### config.mk
export PLATFORM = sky130hd
export DESIGN_NAME = cdiv_bank
export DESIGN_NICKNAME = d
export VERILOG_FILES = /design/src/rtl/cdiv_pkg.sv /design/src/rtl/cdiv_regs.sv /design/src/rtl/cdiv_chan.sv /design/src/rtl/cdiv_bank.sv
export SDC_FILE = /design/constraint.sdc
export NUM_CORES = 1
export LEC_CHECK = 0
export BUFFER_PORTS_ARGS = -buffer_cell sky130_fd_sc_hd__buf_2
export CAP_MARGIN = 25
export CORE_AREA = 2 2 200 300
export DETAILED_ROUTE_END_ITERATION = 12
export DIE_AREA = 0 0 202 302
export RECOVER_POWER = 50
export SLEW_MARGIN = 20
export SYNTH_ARGS = -nofsm -noshare
export SYNTH_HDL_FRONTEND = slang
export SYNTH_SLANG_ARGS = --single-unit
### constraint.sdc
create_clock -name clk -period 3.4 [get_ports clk]
set_clock_uncertainty 0.1 [all_clocks]
set_input_delay 0.17 -clock clk [delete_from_list [all_inputs] [get_ports clk]]
set_output_delay 0.17 -clock clk [all_outputs]
set_load 0.05 [all_outputs]
### src/rtl/cdiv_pkg.sv
package cdiv_pkg;
  localparam int NCH = 11;
  localparam int CODE_W = 4;
  localparam int CNT_W = 7;
  localparam logic [15:0] CODE_OK_MASK = 16'h6FFF;
  localparam logic [1:0] ADDR_A = 2'd0;
  localparam logic [1:0] ADDR_B = 2'd1;
  localparam logic [1:0] ADDR_C = 2'd2;
  localparam logic [1:0] ADDR_RUN = 2'd3;
  localparam int COMMIT_BIT = 31;
  localparam int ERR_BIT = 0;

  typedef logic [NCH-1:0][CODE_W-1:0] code_vec_t;

  function automatic logic code_ok(input logic [CODE_W-1:0] c);
    return CODE_OK_MASK[c];
  endfunction

  function automatic logic [CNT_W-1:0] ratio_of(input logic [CODE_W-1:0] c);
    case (c)
      4'd0:  return CNT_W'(2);
      4'd1:  return CNT_W'(3);
      4'd2:  return CNT_W'(4);
      4'd3:  return CNT_W'(6);
      4'd4:  return CNT_W'(8);
      4'd5:  return CNT_W'(12);
      4'd6:  return CNT_W'(16);
      4'd7:  return CNT_W'(18);
      4'd8:  return CNT_W'(24);
      4'd9:  return CNT_W'(32);
      4'd10: return CNT_W'(36);
      4'd11: return CNT_W'(48);
      4'd13: return CNT_W'(72);
      4'd14: return CNT_W'(96);
      default: return CNT_W'(2);
    endcase
  endfunction

  function automatic logic [1:0] chan_word(input int i);
    if (i < 4) return ADDR_A;
    else if (i == 4) return ADDR_B;
    else return ADDR_C;
  endfunction

  function automatic int chan_off(input int i);
    case (i)
      0: return 20;
      1: return 16;
      2: return 8;
      3: return 4;
      4: return 4;
      5: return 20;
      6: return 16;
      7: return 12;
      8: return 8;
      9: return 4;
      default: return 0;
    endcase
  endfunction
endpackage

### src/rtl/cdiv_regs.sv
module cdiv_regs
  import cdiv_pkg::*;
#(
  parameter logic [NCH-1:0] RUN_RST = 'h00F
) (
  input  logic            clk,
  input  logic            rst_n,
  input  logic            wr_en,
  input  logic [1:0]      wr_addr,
  input  logic [31:0]     wr_data,
  input  logic [1:0]      rd_addr,
  input  logic [NCH-1:0]  ld_ack,
  output logic [31:0]     rd_data,
  output code_vec_t       pend,
  output logic [NCH-1:0]  run,
  output logic [NCH-1:0]  ld_req,
  output logic            busy,
  output logic            err,
  output logic            kick,
  output logic            err_clr
);
  logic [NCH-1:0] bad;
  logic           unused_wr;

  assign unused_wr = ^wr_data[30:24];
  assign kick    = wr_en && (wr_addr == ADDR_B) && wr_data[COMMIT_BIT];
  assign err_clr = wr_en && (wr_addr == ADDR_B) && wr_data[ERR_BIT];
  assign busy    = |ld_req;

  for (genvar i = 0; i < NCH; i++) begin : g_field
    localparam int OFF = chan_off(i);
    localparam logic [1:0] WORD = chan_word(i);
    logic hit;
    logic [CODE_W-1:0] nv;
    assign hit = wr_en && (wr_addr == WORD);
    assign nv  = wr_data[OFF +: CODE_W];
    assign bad[i] = hit && !code_ok(nv);
    always_ff @(posedge clk or negedge rst_n) begin
      if (!rst_n) pend[i] <= '0;
      else if (hit && code_ok(nv)) pend[i] <= nv;
    end
  end

  always_ff @(posedge clk or negedge rst_n) begin
    if (!rst_n) begin
      err    <= 1'b0;
      ld_req <= '0;
      run    <= RUN_RST;
    end else begin
      if (|bad) err <= 1'b1;
      else if (err_clr) err <= 1'b0;
      ld_req <= (ld_req & ~ld_ack) | {NCH{kick}};
      if (wr_en && (wr_addr == ADDR_RUN)) run <= wr_data[NCH-1:0];
    end
  end

  always_comb begin
    rd_data = '0;
    for (int i = 0; i < NCH; i++) begin
      if (chan_word(i) == rd_addr) rd_data[chan_off(i) +: CODE_W] = pend[i];
    end
    if (rd_addr == ADDR_B) begin
      rd_data[COMMIT_BIT] = busy;
      rd_data[ERR_BIT]    = err;
    end
    if (rd_addr == ADDR_RUN) rd_data[NCH-1:0] = run;
  end
endmodule

### src/rtl/cdiv_chan.sv
module cdiv_chan
  import cdiv_pkg::*;
(
  input  logic              clk,
  input  logic              rst_n,
  input  logic              run,
  input  logic [CODE_W-1:0] pend_code,
  input  logic              ld_req,
  output logic              tick,
  output logic              ld_ack,
  output logic [CODE_W-1:0] act_code
);
  logic [CNT_W-1:0] cnt;
  logic [CNT_W-1:0] lim;

  assign lim    = ratio_of(act_code) - CNT_W'(1);
  assign tick   = run && (cnt == lim);
  assign ld_ack = ld_req && (tick || !run);

  always_ff @(posedge clk or negedge rst_n) begin
    if (!rst_n) begin
      cnt      <= '0;
      act_code <= '0;
    end else begin
      if (ld_ack) act_code <= pend_code;
      if (!run || tick) cnt <= '0;
      else cnt <= cnt + CNT_W'(1);
    end
  end
endmodule

### src/rtl/cdiv_bank.sv
module cdiv_bank
  import cdiv_pkg::*;
#(
  parameter logic [NCH-1:0] RUN_RST = 'h00F
) (
  input  logic            clk,
  input  logic            rst_n,
  input  logic            wr_en,
  input  logic [1:0]      wr_addr,
  input  logic [31:0]     wr_data,
  input  logic [1:0]      rd_addr,
  output logic [31:0]     rd_data,
  output logic [NCH-1:0]  tick
);
  code_vec_t      pend;
  code_vec_t      act;
  logic [NCH-1:0] run;
  logic [NCH-1:0] ld_req;
  logic [NCH-1:0] ld_ack;
  logic           busy;
  logic           err;
  logic           kick;
  logic           err_clr;

  cdiv_regs #(.RUN_RST(RUN_RST)) u_regs (
    .clk(clk), .rst_n(rst_n), .wr_en(wr_en), .wr_addr(wr_addr),
    .wr_data(wr_data), .rd_addr(rd_addr), .ld_ack(ld_ack),
    .rd_data(rd_data), .pend(pend), .run(run), .ld_req(ld_req),
    .busy(busy), .err(err), .kick(kick), .err_clr(err_clr)
  );

  for (genvar i = 0; i < NCH; i++) begin : g_chan
    cdiv_chan u_chan (
      .clk(clk), .rst_n(rst_n), .run(run[i]), .pend_code(pend[i]),
      .ld_req(ld_req[i]), .tick(tick[i]), .ld_ack(ld_ack[i]),
      .act_code(act[i])
    );
  end
endmodule

Yosys cells after proc, flatten, opt, wreduce, memory -nomap -nowiden
Memory sizes are Yosys's and may differ from the RTL's.
Index checks and enable logic that the tools add are counted.
{"block": "classes", "muxes": 54, "n_reduce_logical": 83, "mul": 0, "eq_ne": 18, "add_sub_neg": 33, "bitwise_logic": 4, "shifts": 22, "magnitude_cmp": 6, "n_div": 0}
{"op": "two-way mux 32 bit", "n": 22}
{"op": "negator 32 -> 33 bit", "n": 11}
{"op": "variable shift 4 x 33 -> 32 bit (first input constant)", "n": 11}
{"op": "variable part select 4 x 33 -> 32 bit", "n": 11}
{"op": "bitwise mux 32 bit", "n": 10}
{"op": "adder 7 x 1 -> 7 bit (second input constant)", "n": 11}
{"op": "== test 7 bit", "n": 11}
{"op": "two-way mux 7 bit", "n": 11}
{"op": "subtractor 7 x 1 -> 7 bit (second input constant)", "n": 11}
{"op": "logical AND 1 bit", "n": 50}
{"op": "AND 32 bit", "n": 1}
{"op": "< comparator 4 x 5 -> 1 bit (second input constant)", "n": 6}
{"op": "OR reduction 11 bit", "n": 2}
{"op": "logical NOT 1 bit", "n": 17}
{"op": "AND 11 bit", "n": 1}
{"op": "logical OR 1 bit", "n": 11}
{"op": "two-way mux 11 bit", "n": 1}
{"op": "inverter 11 bit", "n": 1}
{"op": "OR 11 bit", "n": 1}
{"op": "two-way mux 1 bit", "n": 10}
{"op": "== test 2 bit (second input constant)", "n": 3}
{"op": "== test 2 x 1 -> 1 bit (second input constant)", "n": 2}
{"op": "logical NOT 2 bit", "n": 2}
{"op": "== test 1 x 2 -> 1 bit (first input constant)", "n": 1}
{"op": "2 further kinds", "n": 2}
{"block": "totals", "register_bits": 188, "mem_count": 17, "romBits": 1328, "mem_bits_rw": 0, "latch_bits": 0, "inputBits": 39, "out_inout_bits": 43}
{"memory": "(name not given)", "depth": 16, "word_bits": 7, "rd": 1, "rd_clocked_by_memory_dff": 0, "write_ports": 0, "line": "cdiv_pkg.sv:20", "text": "case (c)"}
{"memory": "(name not given)", "depth": 16, "word_bits": 7, "rd": 1, "rd_clocked_by_memory_dff": 0, "write_ports": 0, "line": "cdiv_pkg.sv:20"}
{"memory": "(name not given)", "depth": 16, "word_bits": 7, "rd": 1, "rd_clocked_by_memory_dff": 0, "write_ports": 0, "line": "cdiv_pkg.sv:20"}
{"memory": "(name not given)", "depth": 16, "word_bits": 7, "rd": 1, "rd_clocked_by_memory_dff": 0, "write_ports": 0, "line": "cdiv_pkg.sv:20"}
{"memory": "(name not given)", "depth": 16, "word_bits": 7, "rd": 1, "rd_clocked_by_memory_dff": 0, "write_ports": 0, "line": "cdiv_pkg.sv:20"}
{"memory": "(name not given)", "depth": 16, "word_bits": 7, "rd": 1, "rd_clocked_by_memory_dff": 0, "write_ports": 0, "line": "cdiv_pkg.sv:20"}
{"memory": "+11 memories"}

Longest topological paths before layout
Gate-level depths: netlist of run 1.
{"block": "depth", "word_depth": 28, "mapped_depth": 15, "ltp_nobuf": 12}

Cells and area by module
From an unflattened synthesis of run 1, not the netlist that was laid out.
{"block": "unflattened", "hier_cells": 1534, "hier_area_um2": 14920.6}
{"module": "cdiv_chan", "area_each_um2": 1072.3, "seq_area_each_um2": 275.3, "cells_per_inst": 117, "n_inst": 11}
{"module": "cdiv_regs", "area_each_um2": 3125.5, "seq_area_each_um2": 1681.6, "cells_per_inst": 247, "n_inst": 1}

Least setup slack after synthesis of run 1
Ideal clock, no wire load.
{"block": "synth_path", "kind": "register to register", "from": "register g_chan[4].u_chan.act_code[1]", "to": "register g_chan[4].u_chan.act_code[2]", "t_arrival_ns": 3.252, "setup_time_ns": 0.083, "setup_slack_ns": -0.034, "stages_incl_launch_ff": 16, "path_buffers": 3, "path_cell_list": "dfrtp_1 clkbuf_1 inv_1 ha_1 clkbuf_1 o32ai_1 inv_1 ha_1 nor4bb_1 a211oi_1 o311a_1 nand4b_1 o41ai_2 buf_2 nand3_1 o21ai_0"}
{"block": "synth_via", "elab_chain_cells": 6}
{"item": "start: declaration", "line": "cdiv_chan.sv:11", "text": "output logic [CODE_W-1:0] act_code"}
{"item": "start signal: assignment", "line": "cdiv_chan.sv:25", "text": "if (ld_ack) act_code <= pend_code;"}
{"item": "memory (16 x 7 bit)"}
{"item": "subtractor 7 x 1 -> 7 bit", "line": "cdiv_chan.sv:16", "text": "assign lim = ratio_of(act_code) - CNT_W'(1);"}
{"item": "== test 7 bit", "line": "cdiv_chan.sv:17", "text": "assign tick = run && (cnt == lim);"}
{"item": "logical AND 1 bit", "line": "cdiv_chan.sv:17"}
{"item": "logical OR 1 bit", "line": "cdiv_chan.sv:18", "text": "assign ld_ack = ld_req && (tick || !run);"}
{"item": "logical AND 1 bit", "line": "cdiv_chan.sv:18"}
No other way between the ends.
A chain may end at the register's enable or synchronous reset.

Worst setup path after layout of run 1
{"block": "layout_path", "from": "register g_chan[5].u_chan.act_code[1]", "to": "output port tick[5]"}
{"block": "layout_via", "elab_chain_cells": 4}
{"item": "start: declaration", "line": "cdiv_chan.sv:11"}
{"item": "start signal: assignment", "line": "cdiv_chan.sv:25"}
{"item": "memory (16 x 7 bit)"}
{"item": "subtractor 7 x 1 -> 7 bit", "line": "cdiv_chan.sv:16"}
{"item": "== test 7 bit", "line": "cdiv_chan.sv:17"}
{"item": "logical AND 1 bit", "line": "cdiv_chan.sv:17"}
{"item": "end: declaration", "line": "cdiv_bank.sv:13", "text": "output logic [NCH-1:0] tick"}
No other way between the ends.

==> flow_summary.toml, run 1 <==
[outcome]
status = "finished, violations left"
violations = "max-capacitance violations, max-slew violations"

[synth]
post_synth_inst_count = 1603
async_reset_ff_share_pct = 100.0
syn-mean-instance-area_um2 = 8.993
synth-warning-count = 0
ranking_of_synthesized_cells_by_instance_count = "dfrtp_1, nor2_1, xnor2_1"
syn_area_mm2 = 0.01442
post_synth_num_cell_types = 96
dominantRegCellSynth = "dfrtp_1"
netlist.area_leader.share_pct = 31.94
ffs_latches_synth = 188
post-synth-top-area-cell = "dfrtp_1"
synth_sequential_area_ratio_pct = 32.67
synth_top_cells_by_area = "dfrtp_1, ha_1, xnor2_1"
synth.most_common_cell = "dfrtp_1"
synth-edff-count = 0

[final_layout]
ff_latch_area_mm2 = 0.004733
layout.nets = 1831
layout.cells.non_filler = 2513
layout-area-overhead-vs-synth_pct = 20.74
finish.utilization_pct = 29.75
num-fill-cells = 6056
share_of_cells_above_drive_strength_1_pct = 22.98
multi_input_comb_area_mm2 = 0.009361

[worst_setup_path]
worst_r2r_path_depth = 15
timing.rr.end = "g_chan[4].u_chan.act_code[3]$_DFFE_PN0P_"
critical_path_required_ns = 3.13
critPathMaxFanout = 6
r2r_slack_ns = 0.18
r2r-start = "g_chan[4].u_chan.act_code[1]$_DFFE_PN0P_"
timing_worst_setup_path_type = "flip-flop to primary output"
critPathLaunchType = "flip-flop"
type_of_element_capturing_the_critical_path = "primary output"
critPathArrivalTime_ns = 3.07

[power]
peakVddDrop_v = 0.0003551
power.leakage_nw = 7.154
pwr_density_cell_mw_per_mm2 = 936.9
totalPowerFinal_mw = 16.31

[global_routing]
busiest_layer_in_global_routing = "met2"
gr-usage-all-layers_pct = 12.56
first_global_vias = 12060
gr-total-overflow = 0
number_of_antenna_violations_at_the_first_check_in_global_routing = 7
grtUsageMet1_pct = 14.35
global_route.usage.met2_pct = 22.73
grt_first_pass_wirelength_um = 61850
pin_count_of_the_biggest_net_entering_global_routing = 95
grt.met3_usage_pct = 1.896

[clock_tree]
clock_tree.root_cell = "clkbuf_16"
register_clock_pin_slew_on_the_reported_worst_setup_and_hold_paths_ns = 0.07
clock_tree.htree_level_count = 4
cts_tree = "yes"
clock_latency_ns = 0.45
clockBufferDepth = 2
numCtsBuffers = 17
tritoncts_num_sinks = 188

[floorplan]
initial_utilization_pct = 24.64
std_cell_rows = 109
fp.dieW_um = 202
floorplan.core_area_mm2 = 0.05851
dieHeight_um = 302
design.die.area_mm2 = 0.06100
num_io_pins = 82

[placed_design]
placement.setup.worst_slack_ns = 0.1078
detailed_place_hpwl_um = 29210
place.gp.congestion = 0.8609
io_buffer_count = 67
place_inst = 2409

[hold_path]
hp-class = "input pin to flip-flop"
worst_hold_startpoint = "wr_addr[1]"
timing.hold.worst_endpoint = "u_regs.pend[5]$_DFFE_PN0P_"
holdPathStages = 4

[sta]
hold_viol = 0
worst_slew_pin_slew_ns = 2.408
timing.final.max_slew_violations = 94
grt_setup_unrepaired = "yes"
clock.fmax_ghz = 0.2997
slew_headroom_pct = -60.56
finalSetupViolCount = 0
final.setup.worst_slack_ns = 0.06292
timing.final.crit_share_pct = 98.15
post-route-min-period_ns = 3.337

[drt]
via_per_inst = 4.846
route.detailed.wl_per_inst_um = 15.42
total_length_of_routed_wires_um = 38740
dr.first_iter.drc_count = 925
drc = 0
dr.pass1.iters = 6
vias = 12180
detail-route-antenna-nets = 0

[run]
drv.max_cap_violation_count = 1
-- report_power, final --
part,switching [mW],internal (mW)
Clock,0.937,1.21
Combinational,5.61,4.86
Sequential,0.905,2.79
-- layout by cell type (no fill, tap or decap), types with 18 or more instances in the layout --
cell type,instances
inv_1,68
nand3_1,65
dfrtp_1,165
nor3b_1,21
nand2_1,90
buf_4,84
buf_2,54
o211ai_1,18
dlygate4sd3_1,29
mux2i_1,25
mux2_2,74
nand2b_1,32
ha_1,55
xor2_1,48
nor3_1,27
nor2b_1,46
and2_1,21
nor2_1,148
nand3b_1,22
xnor2_1,97
o21ai_0,55
a21oi_1,55
and3_1,23
dfrtp_2,19
-- cells by family (layout without fill, tap and decap cells) --
kind of cell	after synthesis	after routing	synth area share (%)
compound gates	324	324	16.30
xor+xnor	146	146	8.870
buf+inv	178	301	5.485
mux	110	110	8.809
flops	188	188	32.67
simple gates	583	583	21.51
fa+ha+maj	73	73	6.336
other cells	1	11	0.02601
-- layout make-up --
type / instances / share of cell area [%]
Multi-Input combinational cell: 1243 / 53.78
Sequential cell: 188 / 27.19
Timing Repair Buffer: 188 / 8.022
Tap cell: 777 / 5.585
Clock buffer: 19 / 2.602
Inverter: 81 / 1.761
Clock inverter: 13 / 0.9991
Antenna cell: 4 / 0.05750
-- how the worst max path moves through the flow --
| stage | startpoint | endpoint | slack, ns |
|---|---|---|---|
| after floorplan | g_chan[4].u_chan.act_code[1]$_DFFE_PN0P_ | g_chan[4].u_chan.act_code[2]$_DFFE_PN0P_ | 0.04 |
| after global routing | g_chan[5].u_chan.act_code[1]$_DFFE_PN0P_ | tick[5] | -0.10 |
| after global placement | g_chan[4].u_chan.act_code[1]$_DFFE_PN0P_ | tick[4] | 0.21 |
| after CTS | g_chan[5].u_chan.act_code[0]$_DFFE_PN0P_ | tick[5] | -0.02 |
| after detailed placement | g_chan[7].u_chan.act_code[1]$_DFFE_PN0P_ | g_chan[7].u_chan.act_code[3]$_DFFE_PN0P_ | 0.11 |
| final | g_chan[5].u_chan.act_code[1]$_DFFE_PN0P_ | tick[5] | 0.06 |
-- routing by layer --
layer,routed length [µm],vias up
met1,16200,5954
met3,1139,76
met5,66,-
li1,-,5920
met4,1431,10
met2,19910,217
-- registers in the layout, indices dropped and copies added (netlist names) --
| register | flops |
|---|---|
| g_chan.u_chan.act_code | 44 |
| u_regs.err | 1 |
| u_regs.ld_req | 11 |
| u_regs.run | 11 |
| u_regs.pend | 44 |
| g_chan.u_chan.cnt | 77 |
-- worst max-delay path, cell delays in order (launching register included) --
cell and delay, ns:
dfrtp_2 0.42, inv_4 0.07, ha_4 0.29, o32a_1 0.22
ha_2 0.22, o211ai_1 0.12, a211oi_2 0.25, xnor2_1 0.11
nand2b_1 0.17, or3_1 0.33, nor3b_2 0.23, buf_6 0.19
-- per-stage QoR --
stage          hold slack (ns)  TNS [ns]  instance area [µm²]
6_report               0.08379         0                17410
2_1_floorplan          -0.2256         0                14450
3_3_place_gp            0.1891         0                15700
4_1_cts                0.06529  -0.02360                16910
5_1_grt                0.09061   -0.2977                17400
3_5_place_dp            0.1978         0                15700
-- what timing repair did --
| action | 4_1_cts | 5_1_grt |
|---|---|---|
| hold buffers | 29 | 0 |
| pin swaps | 11 | 23 |
| endpoints found under the hold margin | 142 | 0 |
| gates resized for setup | 58 | 71 |
| setup buffers | 9 | 30 |
| setup endpoints to repair | 10 | 11 |
(Power assumes the default switching activity.)
==> inputs of run 2 (changes only) <==
--- a/config.mk
+++ b/config.mk
@@ -10,7 +10,9 @@
 export CORE_AREA = 2 2 200 300
 export DETAILED_ROUTE_END_ITERATION = 12
 export DIE_AREA = 0 0 202 302
+export MAX_ROUTING_LAYER = met4
 export RECOVER_POWER = 50
+export SKIP_CTS_REPAIR_TIMING = 1
 export SLEW_MARGIN = 20
 export SYNTH_ARGS = -nofsm -noshare
 export SYNTH_HDL_FRONTEND = slang
==> flow_summary.toml, run 2 (synthesis gave the netlist of run 1 again) <==
[outcome]
status = "finished, violations left"
violations = "max-capacitance violations, max-slew violations, negative setup slack"

[global_routing]
first_global_vias = 11710
number_of_antenna_violations_at_the_first_check_in_global_routing = 6
gr-total-overflow = 0
pin_count_of_the_biggest_net_entering_global_routing = 67
gr-usage-all-layers_pct = 12.75
grt_first_pass_wirelength_um = 60990

[placed_design]
place.gp.congestion = 0.8849
post_dp_cell_area_mm2 = 0.01575
detailed_place_hpwl_um = 29490
io_buffer_count = 67

[floorplan]
design.die.area_mm2 = 0.06100
std_cell_rows = 109
floorplan.core_area_mm2 = 0.05851
initial_utilization_pct = 24.64
dieHeight_um = 302
num_io_pins = 82
fp.dieW_um = 202

[power]
pwr_density_cell_mw_per_mm2 = 942.2
peakVddDrop_v = 0.0003061
pwr-share-seq_pct = 22.6
totalPowerFinal_mw = 16.38
int_power_mw = 8.866
pwr-share-clk_pct = 12.2
power.net_switching_mw = 7.517
power.combinational.fraction_pct = 65.2
netSwitchingFraction_pct = 45.88
power.leakage_nw = 7.116

[clock_tree]
clockBufferDepth = 2
clock_tree.root_cell = "clkbuf_16"
tritoncts_num_sinks = 188
cts_tree = "yes"
clock_latency_ns = 0.45
register_clock_pin_slew_on_the_reported_worst_setup_and_hold_paths_ns = 0.07
clock_tree.htree_level_count = 4
numCtsBuffers = 17

[sta]
worst_slew_pin_slew_ns = 1.562
post-route-min-period_ns = 3.415
hold_viol = 0
timing.final.crit_share_pct = 100.5
final.setup.worst_slack_ns = -0.01546
slew_headroom_pct = -4.144
clock.fmax_ghz = 0.2928
finalSetupViolCount = 2
grt_setup_unrepaired = "yes"
fin_hold_ws_ns = 0.02159
timing.final.max_slew_violations = 89

[drt]
via_per_inst = 4.885
detail-route-antenna-nets = 0
dr.first_iter.drc_count = 907
drc = 0
dr.pass1.iters = 7
vias = 12290
route.detailed.wl_per_inst_um = 15.52
total_length_of_routed_wires_um = 39030

[final_layout]
layout.nets = 1831
regMostFlops = "g_chan.u_chan.cnt"
share_of_cells_above_drive_strength_1_pct = 22.63
finish.instance_area_mm2 = 0.01739
layout_common_cells = "dfrtp_1, nor2_1, xnor2_1"
largest_registers = "g_chan.u_chan.cnt: 77 flops, g_chan.u_chan.act_code: 44 flops, u_regs.pend: 44 flops"
layout-area-overhead-vs-synth_pct = 20.61
largest_register_ff_count = 77
mostFrequentLayoutCell = "dfrtp_1"

[hold_path]
hp-class = "input pin to flip-flop"

[worst_setup_path]
critPathArrivalTime_ns = 3.15
critPathLaunchType = "flip-flop"
critPathMaxFanout = 6
type_of_element_capturing_the_critical_path = "primary output"
timing_worst_setup_path_type = "flip-flop to primary output"
critical_path_required_ns = 3.13

[run]
drv.max_cap_violation_count = 2
-- run 2: changes by cell type in the layout (fill, tap and decap cells not counted), moves of 4 or more --
cell and delta:
clkbuf_1 +6, inv_6 -5, buf_4 +4, buf_6 -4, inv_1 +4, inv_2 -4
-- run 2: per-stage QoR --
step           setup TNS [ns]  instances  util, %  setup WS (ns)
2_1_floorplan               0       1609        -        0.04135
3_3_place_gp                0       2414    26.92         0.1356
3_5_place_dp                0       2414    26.92         0.1515
4_1_cts                -2.531       2446    27.89        -0.3950
5_1_grt               -0.3389       2515    29.72        -0.1827
6_report             -0.01594       2515    29.72       -0.01546
-- run 2: area by class of cell --
cell class              instances  area, µm²
fillers                      6085      41120
clock buffers                  23      457.9
repair buffers                187       1365
flip-flops and latches        188       4732
diodes                          6      15.01
inverters                      81      307.8
clock inverters                 9      112.6
well taps                     777      972.2
multi-input cells            1244       9425
-- run 2: per-layer routing --
metal | vias up | wire (µm) | part of all wire, % | track usage [%]
met1 | 6045 | 16240 | 42 | 14.22
met2 | 246 | 20530 | 53 | 22.86
met5 | - | 0 | 0 | -
li1 | 5933 | - | - | -
met3 | 61 | 1190 | 3.0 | 2.015
met4 | 0 | 1066 | 2.7 | 4.727
-- run 2: worst paths after layout --
path	startpoint	end	slack, ns	depth (start not counted)
worst max-delay path	g_chan[5].u_chan.act_code[1]$_DFFE_PN0P_	tick[5]	-0.02	11
max in group asynchronous	rst_n	g_chan[5].u_chan.act_code[0]$_DFFE_PN0P_	0.77	3
worst min register to register	g_chan[0].u_chan.cnt[0]$_DFF_PN0_	g_chan[0].u_chan.cnt[0]$_DFF_PN0_	0.40	1
min in group asynchronous	rst_n	g_chan[8].u_chan.cnt[3]$_DFF_PN0_	0.54	2
worst max register to register	g_chan[7].u_chan.act_code[1]$_DFFE_PN0P_	g_chan[7].u_chan.act_code[3]$_DFFE_PN0P_	0.28	10
worst min-delay path	wr_en	u_regs.err$_DFFE_PN0P_	0.02	3
-- run 2: power groups by stage --
stage | logic, mW | clock network, mW | registers [mW]
floorplan | 7.56 | 0 | 3.24
global placement | 8.93 | 0 | 3.67
detailed placement | 9.23 | 0 | 3.72
CTS | 9.28 | 2.06 | 3.68
global route | 11.7 | 2.14 | 3.83
finish | 10.7 | 1.99 | 3.71
-- run 2: worst max-delay path, stage by stage (launching register included) --
cell and delay [ns]:
dfrtp_2 0.43, clkinvlp_4 0.15, ha_4 0.31, o32a_1 0.20
ha_2 0.21, o211ai_1 0.13, a211oi_2 0.20, xnor2_1 0.11
nand2b_1 0.16, or3_1 0.35, nor3b_1 0.20, buf_4 0.23
==> inputs of run 3 (changes only) <==
--- a/config.mk
+++ b/config.mk
@@ -7,10 +7,13 @@
 export LEC_CHECK = 0
 export BUFFER_PORTS_ARGS = -buffer_cell sky130_fd_sc_hd__buf_2
 export CAP_MARGIN = 25
+export CELL_PAD_IN_SITES_DETAIL_PLACEMENT = 1
+export CELL_PAD_IN_SITES_GLOBAL_PLACEMENT = 1
 export CORE_AREA = 2 2 200 300
 export DETAILED_ROUTE_END_ITERATION = 12
 export DIE_AREA = 0 0 202 302
 export MAX_ROUTING_LAYER = met4
+export PLACE_DENSITY = 0.56
 export RECOVER_POWER = 50
 export SKIP_CTS_REPAIR_TIMING = 1
 export SLEW_MARGIN = 20
==> flow_summary.toml, run 3 (synthesis gave the netlist of run 1 again) <==
[run]
drv.max_cap_violation_count = 1

[sta]
post-route-min-period_ns = 3.472
final.setup.worst_slack_ns = -0.07151
hold_viol = 1
timing.final.max_slew_violations = 50
finalSetupTns_ns = -0.07151
grt_setup_unrepaired = "yes"
worst_slew_pin_slew_ns = 2.504
finalSetupViolCount = 1
fin_hold_ws_ns = -0.002657
timing.final.crit_share_pct = 102.1
clock.fmax_ghz = 0.2881
slew_headroom_pct = -66.91

[clock_tree]
clock_latency_ns = 0.46
clockBufferDepth = 2
numCtsBuffers = 17
clock_tree.root_cell = "clkbuf_16"
tritoncts_num_sinks = 188
clock_tree.htree_level_count = 4
cts_tree = "yes"
register_clock_pin_slew_on_the_reported_worst_setup_and_hold_paths_ns = 0.08

[floorplan]
std_cell_rows = 109
design.die.area_mm2 = 0.06100
floorplan.core_area_mm2 = 0.05851
initial_utilization_pct = 24.64
fp.dieW_um = 202
num_io_pins = 82
dieHeight_um = 302

[global_routing]
grt_first_pass_wirelength_um = 68660
gr-total-overflow = 0
number_of_antenna_violations_at_the_first_check_in_global_routing = 4
first_global_vias = 12830
pin_count_of_the_biggest_net_entering_global_routing = 71
gr-usage-all-layers_pct = 14.47

[placed_design]
detailed_place_hpwl_um = 32930
place_inst = 2423
placement.setup.worst_slack_ns = 0.06444
io_buffer_count = 67
place.gp.congestion = 0.8331

[drt]
detail-route-antenna-nets = 0
drc = 0
via_per_inst = 4.862
dr.pass1.iters = 4
route.detailed.wl_per_inst_um = 17.22
dr.first_iter.drc_count = 485
vias = 12250
total_length_of_routed_wires_um = 43380

[worst_setup_path]
critical_path.startpoint = "g_chan[4].u_chan.act_code[1]$_DFFE_PN0P_"
r2r-start = "g_chan[4].u_chan.act_code[1]$_DFFE_PN0P_"
critPathArrivalTime_ns = 3.20
timing_worst_setup_path_type = "flip-flop to primary output"
critPathMaxFanout = 5
critical_path_required_ns = 3.13
type_of_element_capturing_the_critical_path = "primary output"
critPathLaunchType = "flip-flop"

[final_layout]
layout-area-overhead-vs-synth_pct = 21.89
regMostFlops = "g_chan.u_chan.cnt"
largest_register_ff_count = 77
layout_common_cells = "dfrtp_1, nor2_1, xnor2_1"
share_of_cells_above_drive_strength_1_pct = 23.86
multi_input_comb_area_mm2 = 0.009428
mostFrequentLayoutCell = "dfrtp_1"
ff_latch_area_mm2 = 0.004733
largest_registers = "g_chan.u_chan.cnt: 77 flops, g_chan.u_chan.act_code: 44 flops, u_regs.pend: 44 flops"
num-fill-cells = 6780
layout.nets = 1839
layout.cells.non_filler = 2520

[power]
pwr_density_cell_mw_per_mm2 = 965.5
power.leakage_nw = 7.248
peakVddDrop_v = 0.0003109

[hold_path]
worst_hold_startpoint = "wr_en"
hp-class = "input pin to flip-flop"

[outcome]
status = "finished, violations left"
violations = "negative hold slack, max-capacitance violations, max-slew violations, negative setup slack"
run 3: changes by cell type in the layout (fill, tap and decap cells not counted), sizes merged:
cell,previous run,this run
a211oi,15,14
buf,153,163
bufinv,2,4
clkbuf,30,25
clkinv,2,3
clkinvlp,4,1
diode,6,4
dlymetal6s4s,0,1
inv,82,84
run 3: final cells by class:
class / count / share of cell area [%]
Antenna cell: 4 / 0.05696
Tap cell: 777 / 5.533
Timing Repair Buffer: 196 / 8.438
Clock inverter: 11 / 1.040
Multi-Input combinational cell: 1243 / 53.65
Inverter: 81 / 1.745
Sequential cell: 188 / 26.94
Clock buffer: 20 / 2.599
run 3: path summary, 6_finish.rpt:
kind / end / slack [ns] / depth (start not counted)
setup / recovery: tick[4] / -0.07 / 12
hold / removal: u_regs.err$_DFFE_PN0P_ / -0.003 / 3
setup reg to reg: g_chan[4].u_chan.act_code[3]$_DFFE_PN0P_ / 0.20 / 14
hold reg to reg: g_chan[10].u_chan.cnt[0]$_DFF_PN0_ / 0.40 / 1
max in group asynchronous: g_chan[8].u_chan.act_code[2]$_DFFE_PN0P_ / 0.35 / 3
min in group asynchronous: g_chan[4].u_chan.cnt[2]$_DFF_PN0_ / 1.04 / 2
run 3: critical path, cell delays in order, from the launching register on:
cell and delay, ns:
dfrtp_1 0.40, inv_2 0.14, ha_4 0.16, nor3b_4 0.23, inv_2 0.07, ha_4 0.22, xnor2_2 0.13, a211oi_2 0.19
o311a_1 0.20, nand4b_1 0.18, or3_4 0.43, nor3_4 0.20, buf_6 0.18
run 3: report_power, final:
group	internal (mW)	total, mW	leakage, nW	switching [mW]
logic	5.13	11.1	4.59	5.96
registers	2.79	3.66	2.35	0.870
clock network	1.28	2.22	0.309	0.941
run 3: metrics by stage:
step           hold WS (ns)  power (mW)  utilization, %  area, µm²
3_5_place_dp        0.08105       13.30           26.99      15790
2_1_floorplan       -0.2256       10.80               -      14450
5_1_grt            0.007968       18.42           30.03      17570
3_3_place_gp        0.07203       12.98           26.99      15790
4_1_cts             -0.4312       15.61           28.08      16430
6_report          -0.002657       16.96           30.03      17570
run 3: metal layers:
metal	part of all wire, %	track usage [%]
met1	41	15.57
met3	2.6	2.058
met4	1.3	3.974
met2	55	27.47
met5	0	-
